===== src/rtl/lpg_pkg.sv =====
package lpg_pkg;
  typedef enum logic {
    LP_SINGLE = 1'b0,
    LP_BURST  = 1'b1
  } lp_mode_e;

  localparam int unsigned LP_WORD_BITS = 16;
endpackage


===== src/rtl/lpg_frame_timer.sv =====
module lpg_frame_timer #(
  parameter int unsigned FRAME_CYC = 800000,
  localparam int unsigned POS_W = $clog2(FRAME_CYC)
) (
  input  logic clk,
  input  logic rst,
  input  logic run,
  output logic frame_first,
  output logic frame_last
);
  localparam logic [POS_W-1:0] POS_LAST = POS_W'(FRAME_CYC - 1);

  logic [POS_W-1:0] pos_q;

  always_ff @(posedge clk) begin
    if (rst || !run) begin
      pos_q <= '0;
    end else if (pos_q == POS_LAST) begin
      pos_q <= '0;
    end else begin
      pos_q <= pos_q + 1'b1;
    end
  end

  assign frame_first = run && (pos_q == '0);
  assign frame_last  = run && (pos_q == POS_LAST);


  frame_wrap_chk: assert property (@(posedge clk) disable iff (rst)
    (frame_last && run) |=> (pos_q == '0));


  idle_hold_chk: assert property (@(posedge clk) disable iff (rst)
    !run |=> (pos_q == '0));
endmodule


===== src/rtl/lpg_burst_seq.sv =====
module lpg_burst_seq
  import lpg_pkg::*;
#(
  parameter int unsigned CLK_SPACE_CYC = 6250,
  parameter int unsigned DATA_OFS_CYC  = 3100,
  parameter int unsigned WORD_BITS     = LP_WORD_BITS,
  localparam int unsigned SLOT_W = $clog2(CLK_SPACE_CYC),
  localparam int unsigned IDX_W  = $clog2(WORD_BITS + 2),
  localparam int unsigned BIT_W  = $clog2(WORD_BITS)
) (
  input  logic                 clk,
  input  logic                 rst,
  input  logic                 run,
  input  logic                 frame_first,
  input  logic                 frame_last,
  input  lp_mode_e             mode_in,
  input  logic [WORD_BITS-1:0] word_in,
  output logic                 clk_fire,
  output logic                 data_fire
);
  localparam logic [SLOT_W-1:0] SLOT_LAST = SLOT_W'(CLK_SPACE_CYC - 1);
  localparam logic [SLOT_W-1:0] DATA_AT   = SLOT_W'(DATA_OFS_CYC);
  localparam logic [IDX_W-1:0]  IDX_BITS  = IDX_W'(WORD_BITS);

  logic [SLOT_W-1:0]    slot_q;
  logic [IDX_W-1:0]     idx_q;
  logic [WORD_BITS-1:0] word_q;
  lp_mode_e             mode_q;
  logic                 bit_set;

  always_ff @(posedge clk) begin
    if (rst || !run) begin
      slot_q <= '0;
      idx_q  <= '0;
    end else if (frame_last) begin
      slot_q <= '0;
      idx_q  <= '0;
    end else if (idx_q <= IDX_BITS) begin
      if (slot_q == SLOT_LAST) begin
        slot_q <= '0;
        idx_q  <= idx_q + 1'b1;
      end else begin
        slot_q <= slot_q + 1'b1;
      end
    end
  end

  always_ff @(posedge clk) begin
    if (rst || !run) begin
      word_q <= '0;
      mode_q <= LP_SINGLE;
    end else if (frame_first) begin
      word_q <= word_in;
      mode_q <= mode_in;
    end
  end

  assign bit_set = word_q[idx_q[BIT_W-1:0]];

  always_comb begin
    clk_fire  = frame_first;
    data_fire = 1'b0;
    if (run && !frame_first && mode_q == LP_BURST) begin
      if (slot_q == '0 && idx_q != '0 && idx_q <= IDX_BITS) begin
        clk_fire = 1'b1;
      end
      if (slot_q == DATA_AT && idx_q < IDX_BITS && bit_set) begin
        data_fire = 1'b1;
      end
    end
  end


  fire_exclusive_chk: assert property (@(posedge clk) disable iff (rst)
    !(clk_fire && data_fire));


  single_quiet_chk: assert property (@(posedge clk) disable iff (rst)
    (mode_q == LP_SINGLE && !frame_first) |-> !(clk_fire || data_fire));
endmodule


===== src/rtl/lpg_pulse_shaper.sv =====
module lpg_pulse_shaper #(
  parameter int unsigned PULSE_CYC = 5,
  localparam int unsigned CNT_W = $clog2(PULSE_CYC + 1)
) (
  input  logic clk,
  input  logic rst,
  input  logic fire,
  output logic pulse
);
  logic [CNT_W-1:0] left_q;
  logic             pulse_q;
  logic [CNT_W:0]   hi_len_q;

  always_ff @(posedge clk) begin
    if (rst) begin
      pulse_q <= 1'b0;
      left_q  <= '0;
    end else if (fire) begin
      pulse_q <= 1'b1;
      left_q  <= CNT_W'(PULSE_CYC - 1);
    end else if (pulse_q) begin
      if (left_q == '0) begin
        pulse_q <= 1'b0;
      end else begin
        left_q <= left_q - 1'b1;
      end
    end
  end

  assign pulse = pulse_q;

  always_ff @(posedge clk) begin
    if (rst) begin
      hi_len_q <= '0;
    end else if (pulse_q) begin
      hi_len_q <= hi_len_q + 1'b1;
    end else begin
      hi_len_q <= '0;
    end
  end


  pulse_width_chk: assert property (@(posedge clk) disable iff (rst)
    $fell(pulse_q) |-> (hi_len_q == (CNT_W + 1)'(PULSE_CYC)));


  no_overlap_chk: assert property (@(posedge clk) disable iff (rst)
    fire |-> !pulse_q);
endmodule


===== src/rtl/link_pulse_gen.sv =====
module link_pulse_gen
  import lpg_pkg::*;
#(
  parameter int unsigned PULSE_CYC     = 5,
  parameter int unsigned CLK_SPACE_CYC = 6250,
  parameter int unsigned DATA_OFS_CYC  = 3100,
  parameter int unsigned FRAME_CYC     = 800000,
  parameter int unsigned WORD_BITS     = LP_WORD_BITS
) (
  input  logic                 clk,
  input  logic                 rst,
  input  logic                 en,
  input  logic                 mode_burst,
  input  logic [WORD_BITS-1:0] code_word,
  output logic                 pulse_out
);
  logic     frame_first;
  logic     frame_last;
  logic     clk_fire;
  logic     data_fire;
  lp_mode_e mode_sel;

  assign mode_sel = mode_burst ? LP_BURST : LP_SINGLE;

  initial begin
    param_ofs_chk: assert (DATA_OFS_CYC > PULSE_CYC);
    param_slot_chk: assert (CLK_SPACE_CYC - DATA_OFS_CYC > PULSE_CYC);
    param_frame_chk: assert (FRAME_CYC > WORD_BITS * CLK_SPACE_CYC + PULSE_CYC + 1);
  end

  lpg_frame_timer #(
    .FRAME_CYC(FRAME_CYC)
  ) u_timer (
    .clk        (clk),
    .rst        (rst),
    .run        (en),
    .frame_first(frame_first),
    .frame_last (frame_last)
  );

  lpg_burst_seq #(
    .CLK_SPACE_CYC(CLK_SPACE_CYC),
    .DATA_OFS_CYC (DATA_OFS_CYC),
    .WORD_BITS    (WORD_BITS)
  ) u_seq (
    .clk        (clk),
    .rst        (rst),
    .run        (en),
    .frame_first(frame_first),
    .frame_last (frame_last),
    .mode_in    (mode_sel),
    .word_in    (code_word),
    .clk_fire   (clk_fire),
    .data_fire  (data_fire)
  );

  lpg_pulse_shaper #(
    .PULSE_CYC(PULSE_CYC)
  ) u_shaper (
    .clk  (clk),
    .rst  (rst),
    .fire (clk_fire || data_fire),
    .pulse(pulse_out)
  );


  reset_low_chk: assert property (@(posedge clk)
    rst |=> !pulse_out);


  idle_low_chk: assert property (@(posedge clk) disable iff (rst)
    (!en && !pulse_out) |=> !pulse_out);


  start_pulse_chk: assert property (@(posedge clk) disable iff (rst)
    (en && !$past(en) && !$past(rst)) |=> pulse_out);
endmodule


===== config.mk =====
export PLATFORM = sky130hd
export DESIGN_NAME = link_pulse_gen
export DESIGN_NICKNAME = d
export VERILOG_FILES = /design/src/rtl/lpg_pkg.sv /design/src/rtl/lpg_frame_timer.sv /design/src/rtl/lpg_burst_seq.sv /design/src/rtl/lpg_pulse_shaper.sv /design/src/rtl/link_pulse_gen.sv
export SDC_FILE = /design/constraint.sdc
export NUM_CORES = 1
export LEC_CHECK = 0
export ABC_AREA = 1
export BUFFER_PORTS_ARGS = -buffer_cell sky130_fd_sc_hd__buf_2
export CORE_UTILIZATION = 25
export DETAILED_ROUTE_END_ITERATION = 12
export GPL_ROUTABILITY_DRIVEN = 1
export HOLD_SLACK_MARGIN = 0.15
export PLACE_DENSITY = 0.44
export SETUP_SLACK_MARGIN = 0.5
export SLEW_MARGIN = 15
export SYNTH_ARGS = -nofsm -noshare
export SYNTH_HDL_FRONTEND = slang
export SYNTH_HIERARCHICAL = 1
export SYNTH_SLANG_ARGS = --single-unit

===== constraint.sdc =====
create_clock -name clk -period 2.6 [get_ports clk]
set_input_delay 0.52 -clock clk [delete_from_list [all_inputs] [get_ports clk]]
set_output_delay 0.52 -clock clk [all_outputs]
set_load 0.005 [all_outputs]

After elaboration in Yosys (flattened, before gate mapping):

Cells that the tools add are included.
Widths: inputs -> output; s select.

* register bits: 59
* bits in latches: 0
* RAM bits: 0
* bits in read-only memories: 0
* input bits: 20
* output and inout port bits: 1
* logic and storage cells: 57
* memories: 0

* add/sub/neg operators: 4
* $mul: 0
* divide/modulo/power cells: 0
* magnitude comparators: 3
* equal/unequal tests: 4
* shift operators: 0
* multiplexer cells: 14
* bitwise gates (word level): 1
* reduce and logical (&&, ||, !) cells: 23

Operator list (number)
* $add 20x1->20 const B: 1
* $eq 20x20->1 const B: 1
* $logic_not 20->1: 1
* $add 13x1->13 const B: 1
* $eq 13x12->1 const B: 1
* $eq 13x13->1 const B: 1
* $logic_not 13->1: 1
* $mux 13: 1
* $mux 1: 9
* $mux 3: 3
* $logic_and 1x1->1: 8
* $reduce_and 2->1: 3
* $reduce_or 2->1: 3
* $add 5x1->5 const B: 1
* $le 5x5->1 const B: 1
* $lt 4x5->1 const B: 1
* $lt 5x5->1 const B: 1
* $reduce_bool 5->1: 1
* $bmux 1 s4: 1
* $logic_not 3->1: 1
* $sub 3x1->3 const B: 1
* $logic_not 1->1: 2
* $logic_or 1x1->1: 2
* $ne 2x1->1 const B: 1
* other kinds (2): 2

Logic depth before layout (Yosys ltp):

Gate-level depths: netlist of the first run.

* depth after elaboration: 9
* gate-level depth with buffers: 18
* gate-level depth less buffers: 17

Hierarchy:

Netlist of the first run, hierarchy kept.

By module, submodules not included
* lpg_burst_seq: instances 1, cells an instance 282, area an instance 1921.8 sq um
* lpg_frame_timer: instances 1, cells an instance 157, area an instance 1086.0 sq um
* lpg_pulse_shaper: instances 1, cells an instance 29, area an instance 224.0 sq um
* link_pulse_gen: instances 1, cells an instance 3, area an instance 11.3 sq um

Least setup slack after synthesis of the first run:

Ideal clock, no wire load.

* path kind: register to register
* from: register u_timer.pos_q[0]
* to: register u_shaper.left_q[1]
* setup time: 0.072 ns
* data arrival time: 1.827 ns
* path slack: 0.700 ns
* cell stages (with the launch flop): 17
* path buffers: 1
* clock period less this slack: 1.900 ns
* cells stage by stage: dfxtp_1 > inv_1 > ha_1 > nand2_1 > nor3_1 > nand3_1 > nor2_1 > buf_2 > nor2_1 > nand3_1 > nor2_1 > nand4_1 > nand2_1 > inv_1 > nand2_1 > or2_1 > nor3b_2

* cells in the longest elaborated chain, start to end: 8
* elaborated cells between the ends (all ways): 10

Ends and longest elaborated chain
* start: declaration: RTL line lpg_frame_timer.sv:13 `logic [POS_W-1:0] pos_q;`
* start signal: assignment: RTL line lpg_frame_timer.sv:21 `pos_q <= pos_q + 1'b1;`
* $logic_not 20->1 *: RTL line lpg_frame_timer.sv:25 `assign frame_first = run && (pos_q == '0);`
* $logic_and 1x1->1 *: RTL line lpg_frame_timer.sv:25
* via frame_first: RTL line link_pulse_gen.sv:17 `logic frame_first;`
* $logic_not 1->1: RTL line lpg_burst_seq.sv:63 `if (run && !frame_first && mode_q == LP_BURST) begin`
* $logic_and 1x1->1 (2 in series): RTL line lpg_burst_seq.sv:63
* $mux 1 *: RTL line lpg_burst_seq.sv:63
* via clk_fire: RTL line link_pulse_gen.sv:19 `logic clk_fire;`
* $logic_or 1x1->1 *: RTL line link_pulse_gen.sv:62 `.fire (clk_fire || data_fire),`
* $reduce_or 2->1 (no source line) *
* end signal: assignment: RTL line lpg_pulse_shaper.sv:20 `left_q <= CNT_W'(PULSE_CYC - 1);`
* end signal: assignment: RTL line lpg_pulse_shaper.sv:25 `left_q <= left_q - 1'b1;`
* end: declaration: RTL line lpg_pulse_shaper.sv:10 `logic [CNT_W-1:0] left_q;`

Mark *: on every way through the listed nets, which the timed path passes. The rest lies on a longest branch.
A chain may end at the register's enable or synchronous reset.

Final worst setup path of the first run:

* from: register u_timer.pos_q[10]
* to: register u_shaper.left_q[1]

* cells in the longest elaborated chain, start to end: 8
* elaborated cells between the ends (all ways): 10

Ends and longest elaborated chain
* $logic_not 20->1: RTL line lpg_frame_timer.sv:25
* $logic_and 1x1->1: RTL line lpg_frame_timer.sv:25
* via frame_first: RTL line link_pulse_gen.sv:17
* $logic_not 1->1: RTL line lpg_burst_seq.sv:63
* $logic_and 1x1->1 (2 in series): RTL line lpg_burst_seq.sv:63
* $mux 1: RTL line lpg_burst_seq.sv:63
* via data_fire: RTL line link_pulse_gen.sv:20 `logic data_fire;`
* $logic_or 1x1->1: RTL line link_pulse_gen.sv:62
* $reduce_or 2->1 (no source line)

The timed path passes the listed nets, and every way through them passes these cells.

==> flow_summary.yaml, run 1 <==
timing:
  drv_slew: 0
  finalHoldViolCount: 0
  fin_tns_setup_ns: 0
  fin_crit_sh_pct: 71.4
  post-route-min-period_ns: 1.86
  max_freq_mhz: 538
  rsz0062_at_grt: "false"
  slew-limit-headroom_pct: 72.4
  clock_skew_ns: 0.00896
  worst_pin_slew_ns: 0.412
  setup_viol: 0
  setup_slack_ns: 0.743
die:
  io_pins: 21
  start_util_pct: 25.7
  die_area_um2: 13400
  core_area_um2: 12600
  die_w_um: 116
  dieHeight_um: 116
  rows: 41
clocking:
  numClockSinks: 59
  htreeDepth: 3
  cts_buffer_depth: 2
  clkLatencyLatePin_ns: 0.33
  cts_made_buffers: 9
  cts_setup_buffers: 0
  cts_tree: "yes"
  cts.clk_slew.worst_paths_ns: 0.05
  cts-root-buf: "clkbuf_16"
logic_synthesis:
  avgSynthCellArea_um2: 6.89
  syn_area_um2: 3240
  synthArstFlopShare_pct: 0
  ys_warn_count: 6
  ys_seq_area_share_pct: 36.4
  netlist_instances: 471
  synth_fp_nets: 500
  synth_edf_count: 0
  synth_ff_type: "dfxtp_1"
  synth.distinct_cells: 35
  ys_seq_elements: 59
min_path:
  hold_path.class: "in -> reg"
  hp-start: "rst"
grt:
  grt_usage_pct: 12.5
  grt-ovfl-total: 0
  grt_pass1_wl_um: 12900
  antenna_found_initial: 0
  grt_max_degree: 21
  grt_pass1_vias: 2693
power:
  power.share.clock_pct: 52.9
  p_leak_nw: 1.35
  total_power_mw: 2.21
  power_density_nw_per_um2: 575
  pwr-share-seq_pct: 42.0
  vdd_drop_max_v: 0.000285
  p_comb_share_pct: 5.1
  switchingPower_uw: 489
  internal_power_mw: 1.72
  switching_share_pct: 22.1
final_layout:
  multi_input_area_um2: 1840
  fillers: 1438
  drive_gt1_share_pct: 15.8
  antennaDiodeCount: 0
  regArea_um2: 1180
  nets: 525
  area_delta_synth_final_pct: 18.6
  fin_cells: 673
drt:
  via_per_inst: 4.32
  drc: 0
  via_count: 2907
  wl_per_cell_um: 11.2
  drt_iter0_drc: 87
  dr.pass1.iters: 4
  ant_nets: 0
  wirelength_um: 7570
critical_path:
  crit_path_end_kind: "register"
  path_max_fanout: 6
  cp.required_ns: 2.85
  worst-endpoint-arrival_ns: 2.11
  worstSetupStartpointType: "register"
  path_class: "reg -> reg"
  r2r_start: "u_timer/pos_q[10]$_SDFF_PP0_"
  critPathLaunch: "u_timer/pos_q[10]$_SDFF_PP0_"
flow_run:
  max-cap-violations: 0
place:
  place_inst: 657
  dp_hpwl_um: 5610
  gp_congestion: 0.861
  port-buffer-count: 20
  dp_slack_ns: 0.518
status:
  outcome: "finished clean"
==> stage by stage <==
step                util, %  hold WS [ns]  area (µm²)
global route           30.5         0.434        3850
global placement       27.8         0.446        3510
detailed placement     27.8         0.453        3510
floorplan                 -         0.430        3240
CTS                    30.1         0.421        3800
finish                 30.5         0.433        3850
==> Yosys cell counts, types with 2 or more instances <==
| cell type | count | area (µm²) |
|---|---|---|
| a21oi_1 | 41 | 205 |
| nand2_1 | 123 | 462 |
| nor2_2 | 9 | 56.3 |
| nor2_4 | 3 | 33.8 |
| xnor2_1 | 6 | 52.6 |
| nor2_1 | 68 | 255 |
| inv_1 | 45 | 169 |
| nand3_2 | 2 | 20.0 |
| nand3_4 | 2 | 35.0 |
| nand3_1 | 30 | 150 |
| clkinv_1 | 2 | 7.51 |
| nand2_2 | 5 | 31.3 |
| buf_6 | 5 | 56.3 |
| buf_2 | 2 | 10.0 |
| nand4_1 | 13 | 81.3 |
| xor2_1 | 8 | 70.1 |
| o21ai_0 | 9 | 45.0 |
| ha_1 | 9 | 113 |
| inv_2 | 5 | 18.8 |
| nand3b_1 | 3 | 22.5 |
| nor4_1 | 3 | 18.8 |
| dfxtp_1 | 59 | 1180 |
| nor3_1 | 7 | 35.0 |
==> worst paths after layout <==
kind                                           to  slack (ns)  depth (start not counted)
hold / removal    u_shaper/left_q[2]$_SDFFE_PP0P_        0.43                          2
setup reg to reg  u_shaper/left_q[1]$_SDFFE_PP0P_        0.74                         12
hold reg to reg       u_timer/pos_q[0]$_SDFF_PP0_        0.44                          1
setup / recovery  u_shaper/left_q[1]$_SDFFE_PP0P_        0.74                         12
==> final cells by class <==
type / instances / area share [%]
well taps: 172 / 5.59
clock inverters: 5 / 1.37
multi-input cells: 351 / 47.7
inverters: 52 / 5.07
repair buffers: 23 / 3.19
clock buffers: 11 / 6.31
flip-flops and latches: 59 / 30.8
==> worst max-delay path, cell delays in order (launching register included) <==
cell     delay, ns
dfxtp_1       0.37
nor4_1        0.29
nand3_1       0.12
nor2_2        0.17
nor2_2        0.07
nand3_1       0.10
nor2_1        0.06
nand3_1       0.06
a21oi_1       0.04
inv_1         0.06
nand2_1       0.06
or2_1         0.23
nor3b_2       0.16
==> state kept, by name, summed over array words and instances, names as in the netlist <==
register,flops
u_seq/slot_q,13
u_shaper/pulse,1
u_seq/idx_q,5
u_shaper/left_q,3
u_seq/mode_q,1
u_seq/word_q,16
u_timer/pos_q,20
==> per-layer routing <==
metal | global-route usage (%) | part of all wire (%)
met1 | 17.3 | 54
met2 | 18.5 | 42
met3 | 1.83 | 2.3
met4 | 6.67 | 1.4
met5 | 0 | 0
==> cells in the final DEF (no fill, tap or decap), drive strengths merged, types with 9 or more instances in the layout <==
master,n
a21oi,42
nor2,80
o21ai,10
dfxtp,59
inv,50
clkbuf,11
nand3,34
ha,9
buf,23
nand4,13
nand2,130
==> logic make-up (layout without fill, tap and decap cells) <==
logic type                 after synthesis  count (layout)  share of synthesized area [%]
and+or+nand+nor                        274             274                           39.1
AOI/OAI and AO/OA                       54              54                           8.95
adders and majority gates                9               9                           3.47
xor gates and xnor gates                14              14                           3.78
DFF                                     59              59                           36.4
buffers and inverters                   61              91                           8.29
==> power by group through the flow <==
| stage | combinational, mW | clock, mW | sequential (mW) |
|---|---|---|---|
| after global routing | 0.133 | 1.26 | 0.932 |
| final | 0.113 | 1.17 | 0.931 |
| after CTS | 0.113 | 1.21 | 0.930 |
| after global placement | 0.112 | 0 | 0.949 |
| after detailed placement | 0.113 | 0 | 0.949 |
| after floorplan | 0.0752 | 0 | 0.947 |
==> repair_timing <==
item,CTS,global route
endpoints found under the setup margin,0,20
gates resized for setup,0,11
hold buffers,0,0
Note: power is estimated with default switching activity, not from simulation.
==> run 2: changes to the inputs <==
- ABC_AREA: 1 -> 0
- clock period: 2.6 -> 1.89 ns (I/O delays scaled with it)
==> run 2 against run 1 <==
Sequential power rose by 37%. Largest power group unchanged. Hold slack got worse by 0.15 ns. The run now ends with negative setup slack left. Critical path type unchanged. Global-route usage rose by 0.37 points.
==> flow_summary.yaml, run 2 <==
clocking:
  htreeDepth: 3
  cts_hold_buf: 0
  cts_made_buffers: 9
  clkLatencyLatePin_ns: 0.33
  cts-root-buf: "clkbuf_16"
  cts_tree: "yes"
  cts_buffer_depth: 2
  numClockSinks: 59
  cts.clk_slew.worst_paths_ns: 0.05
logic_synthesis:
  yosysMostFrequentCell: "dfxtp_1"
  synthAdderAreaFrac_pct: 3.83
  synth.area.mux_share_pct: 9.24
  yosys.area.top_type_share_pct: 40.2
  ys_warn_count: 6
  synth_xor_area_share_pct: 5.96
  yosys.area.top_type: "dfxtp_1"
  netlist_instances: 326
  synth_top_family_by_area: "simple AND/OR/NAND/NOR gates"
  ys_seq_area_share_pct: 40.2
  synth.distinct_cells: 53
  ys_seq_elements: 59
  netlist_top_cells_count: "dfxtp_1, nor2_1, a21oi_1, mux2i_1"
  synth_compound_area_share_pct: 10.2
  synth_fp_nets: 355
  synth_edf_count: 0
  avgSynthCellArea_um2: 9.01
  synth_ff_type: "dfxtp_1"
  synth.area.top_cells: "dfxtp_1, nor2_1, mux2i_1"
  yosys.area_share.simple_pct: 25.8
  syn_area_um2: 2940
  synthArstFlopShare_pct: 0
timing:
  rsz0062_at_grt: "true"
  fin_crit_sh_pct: 125
  worst_pin_slew_ns: 0.355
  setup_slack_ns: -0.471
  setup_viol: 26
  max_freq_mhz: 424
  slew-limit-headroom_pct: 76.1
  fin_tns_setup_ns: -3.33
  clock_skew_ns: 0.00639
  post-route-min-period_ns: 2.36
  finalHoldViolCount: 0
  drv_slew: 0
  hold_ws_ns: 0.286
die:
  dieHeight_um: 110
  start_util_pct: 25.7
  rows: 39
  io_pins: 21
  core_area_um2: 11400
  die_area_um2: 12200
  die_w_um: 110
place:
  dp_hpwl_um: 5140
  port-buffer-count: 20
  gp_congestion: 0.755
  place_inst: 527
drt:
  drt_iter0_drc: 47
  wl_per_cell_um: 13.3
  via_count: 2599
  drc: 0
  dr.pass1.iters: 4
  wirelength_um: 7340
  via_per_inst: 4.72
  ant_nets: 0
critical_path:
  critical_path.most_common_cell: "nor4_4"
  cp.required_ns: 2.11
  path_class: "reg -> reg"
  worst_path_largest_cell_delay_ns: 0.53
  worst-endpoint-arrival_ns: 2.58
  worstSetupStartpointType: "register"
  path_max_fanout: 5
  crit_family: "simple AND/OR/NAND/NOR gates"
  cp_cell_sequence: "or4_4 -> nor4_4 -> nand2_1 -> nor2_2 -> or4b_4 -> nor4_4 -> a31o_2 -> or2_4 -> a311oi_2 -> nor2_1"
  crit_path_end_kind: "register"
  critical_path_buf_inv_count: 0
  slowest_stage: "or4_4"
grt:
  grt_pass1_vias: 2591
  antenna_found_initial: 0
  grt-ovfl-total: 0
  grt_max_degree: 19
  grt_pass1_wl_um: 12400
  grt_usage_pct: 12.8
final_layout:
  layout_commonest_cell: "buf_4"
  most-common-layout-cells: "buf_4, dfxtp_1, nor2_1"
  nets: 432
  top_regs: "u_timer/pos_q (20), u_seq/word_q (16), u_seq/slot_q (13)"
  area_delta_synth_final_pct: 46.6
  fin_util_pct: 37.7
  fillers: 1195
  drive_gt1_share_pct: 41.2
  fin_cells: 551
  top_register: "u_timer/pos_q"
  antennaDiodeCount: 0
  largest_register_ffs: 20
power:
  p_leak_nw: 1.61
  vdd_drop_max_v: 0.000488
  power_density_nw_per_um2: 808
flow_run:
  max-cap-violations: 0
status:
  outcome: "complete, but fails checks"
  failed_checks: "negative setup slack"
min_path:
  hold_path.class: "in -> reg"
-- run 2: cell types whose count changed after synthesis, moves of 6 or more --
cell and delta:
mux2i_1 +17, nor2_2 -9, a21oi_1 -24, nand3_1 -15
nand2_1 -107, xnor2_1 +6, inv_1 -29, nor2_1 -17
-- run 2: cells by family (layout without fill, tap and decap cells) --
logic type               count (synthesis)  count (layout)
AND/OR/NAND/NOR                        142             142
flip-flops                              59              59
AO/OA/AOI/OAI                           43              43
buffers and inverters                   31             113
multiplexers                            22              22
XOR/XNOR                                20              20
adder cells (fa/ha/maj)                  9               9
-- run 2: where the power goes --
group / total, mW / leakage (nW) / internal [mW] / switching, mW
sequential: 1.28 / 0.481 / 1.27 / 0.0149
clock: 1.97 / 0.179 / 1.39 / 0.577
combinational: 0.228 / 0.946 / 0.119 / 0.109
total: 3.48 / 1.61 / 2.78 / 0.701
-- run 2: what timing repair did --
| item | CTS | global route |
|---|---|---|
| endpoints found under the setup margin | 60 | 59 |
| setup buffers | 3 | 2 |
| pin swaps | 8 | 4 |
| resized for setup | 34 | 18 |
| gates cloned | 3 | 0 |
-- run 2: worst min-delay path: cells and delay by family --
family | cells | cell delay (ns)
and+or+nand+nor | 1 | 0.07
muxes | 1 | 0.05
buffers and inverters | 1 | 0.07
-- run 2: layout make-up --
type / count / area (µm²) / area share (%)
Clock buffer: 12 / 267 / 6.19
Clock inverter: 4 / 95.1 / 2.21
Timing Repair Buffer: 81 / 661 / 15.3
Tap cell: 143 / 179 / 4.15
Sequential cell: 59 / 1190 / 27.7
Inverter: 16 / 60.1 / 1.39
Multi-Input combinational cell: 236 / 1860 / 43.1
-- run 2: routing by layer --
metal	track usage [%]	up-vias	part of all wire (%)
li1	-	1318	-
met1	14.9	1241	47
met2	21.9	28	49
met3	3.35	12	2.8
met4	5.87	0	1.9
met5	0	-	0
-- run 2: worst paths after layout --
| path | endpoint | cells past startpoint | slack, ns | start |
|---|---|---|---|---|
| setup / recovery | u_shaper/left_q[2]$_SDFFE_PP0P_ | 10 | -0.47 | u_timer/pos_q[9]$_SDFF_PP0_ |
| hold / removal | u_seq/word_q[8]$_SDFFE_PP0P_ | 3 | 0.29 | code_word[8] |
| setup reg to reg | u_shaper/left_q[2]$_SDFFE_PP0P_ | 10 | -0.47 | u_timer/pos_q[9]$_SDFF_PP0_ |
| hold reg to reg | u_seq/word_q[7]$_SDFFE_PP0P_ | 2 | 0.49 | u_seq/word_q[7]$_SDFFE_PP0P_ |
-- run 2: stage by stage --
step / setup slack (ns) / total power [mW] / area, µm²
final: -0.471 / 3.48 / 4310
after global routing: -0.634 / 3.59 / 4310
after CTS: -0.545 / 3.52 / 4220
after detailed placement: -0.567 / 1.50 / 3620
after global placement: -0.516 / 1.49 / 3620
after floorplan: -0.584 / 1.43 / 3020
==> run 3: changes to the inputs <==
- CORE_ASPECT_RATIO: unset -> 2
- CORE_UTILIZATION: 25 -> 60
- PLACE_DENSITY: 0.44 -> 0.83
==> run 3 against run 2 <==
Critical endpoint is now u_shaper/left_q[0]$_SDFFE_PP0P_. Critical path depth rose by 2. Clock skew rose by 0.011 ns. Global-route usage rose by 21 points. The flow still finishes with violations (negative setup slack). Fmax fell by 12%. Wire length rose by 68%. Total power fell by 23%. Highest routed layer unchanged. Sequential share of layout area rose by 0.66 points. Count of clock-buffer cells in the layout did not move.
==> flow_summary.yaml, run 3 (synthesis results as in run 2) <==
timing:
  clock_skew_ns: 0.0172
  max_freq_mhz: 373
  drv_slew: 0
  fin_crit_sh_pct: 142
  setup_slack_ns: -0.791
  finalHoldViolCount: 0
  worst_pin_slew_ns: 0.535
  slew-limit-headroom_pct: 64.0
  rsz0062_at_grt: "true"
  hold_ws_ns: 0.285
  setup_viol: 59
  fin_tns_setup_ns: -13.95
  post-route-min-period_ns: 2.68
critical_path:
  path_max_fanout: 5
  worstSetupStartpointType: "register"
  r2r_start: "u_timer/pos_q[0]$_SDFF_PP0_"
  crit_path_end_kind: "register"
  path_class: "reg -> reg"
  cp.required_ns: 2.14
  r2r_setup_slack_ns: -0.79
  worst-endpoint-arrival_ns: 2.93
  critPathLaunch: "u_timer/pos_q[0]$_SDFF_PP0_"
die:
  die_area_um2: 5200
  die_w_um: 51.5
  core_area_um2: 4640
  io_pins: 21
  rows: 35
  start_util_pct: 63.3
  dieHeight_um: 101
drt:
  via_per_inst: 7.10
  wl_per_cell_um: 26.5
  dr.pass1.iters: 6
  drc: 0
  wirelength_um: 12300
  via_count: 3302
  ant_nets: 0
  drt_iter0_drc: 273
grt:
  grt_max_degree: 19
  grt_usage_pct: 33.4
  antenna_found_initial: 0
  grt_pass1_vias: 2952
  grt_pass1_wl_um: 12700
  grt-ovfl-total: 0
clocking:
  cts-root-buf: "clkbuf_8"
  cts_buffer_depth: 2
  cts_hold_buf: 0
  clkLatencyLatePin_ns: 0.37
  cts_made_buffers: 9
  numClockSinks: 59
  cts_tree: "yes"
  htreeDepth: 3
  cts.clk_slew.worst_paths_ns: 0.08
final_layout:
  top_register: "u_timer/pos_q"
  layout_commonest_cell: "dfxtp_1"
  antennaDiodeCount: 0
  nets: 434
  drive_gt1_share_pct: 45.9
  top_regs: "u_timer/pos_q (20), u_seq/word_q (16), u_seq/slot_q (13)"
  most-common-layout-cells: "dfxtp_1, buf_4, nor2_1"
  fin_area_um2: 4220
  area_delta_synth_final_pct: 43.5
  largest_register_ffs: 20
  fin_util_pct: 90.8
power:
  p_leak_nw: 1.58
  power_density_nw_per_um2: 634
  vdd_drop_max_v: 0.000945
place:
  placed_area_um2: 3460
  dp_slack_ns: -0.560
  port-buffer-count: 20
  dp_hpwl_um: 5120
  gp_congestion: 0.900
status:
  outcome: "complete, but fails checks"
  failed_checks: "negative setup slack"
min_path:
  hold_path.class: "in -> reg"
  hp-start: "code_word[12]"
flow_run:
  max-cap-violations: 0
## run 3: cell count changes in the layout (fill, tap and decap cells not counted), sizes merged
cell	before	now
buf	79	82
bufbuf	1	0
bufinv	3	0
clkinv	1	3
clkinvlp	0	1
## run 3: stage by stage
step                total power, mW  cells
floorplan                      1.43    326
global placement               1.48    432
detailed placement             1.49    432
CTS                            2.51    454
global route                   2.75    465
finish                         2.67    465
## run 3: layout make-up
cell class	count	area, µm²
Timing Repair Buffer	83	743
Clock inverter	4	26.3
Tap cell	55	68.8
Sequential cell	59	1190
Multi-Input combinational cell	236	1980
Inverter	16	60.1
Clock buffer	12	145
Fill cell	173	425
## run 3: final timing paths
check                                    endpoint  cells after the start
setup reg to reg  u_shaper/left_q[0]$_SDFFE_PP0P_                     12
setup / recovery  u_shaper/left_q[0]$_SDFFE_PP0P_                     12
hold / removal      u_seq/word_q[12]$_SDFFE_PP0P_                      3
hold reg to reg      u_seq/slot_q[9]$_SDFFE_PP0P_                      2
## run 3: critical path, stage by stage (launching register included)
cell and delay (ns):
dfxtp_2 0.35, inv_2 0.05, ha_4 0.15, nor4b_4 0.12, nand3_1 0.14, nor2_2 0.07
or4b_4 0.50, nor4_4 0.30, nand2_1 0.12, a311oi_2 0.28, or2_4 0.23, a2111oi_4 0.06
a31o_1 0.19
## run 3: layer usage
layer  GRT usage (%)  wire length [µm]
met1            28.2              3610
met2            63.4              6280
met3            8.14               959
met4            23.3              1490
met5               0                 0
## run 3: where the power goes
part	leakage [nW]	internal, mW	switching, mW
clock	0.0863	0.510	0.549
combinational	1.01	0.163	0.164
sequential	0.481	1.26	0.0249
## run 3: what timing repair did
action | 4_1_cts | 5_1_grt
setup buffers | 4 | 10
pin swaps | 8 | 25
setup endpoints to repair | 60 | 60
cloned | 2 | 1
gates resized for setup | 26 | 67
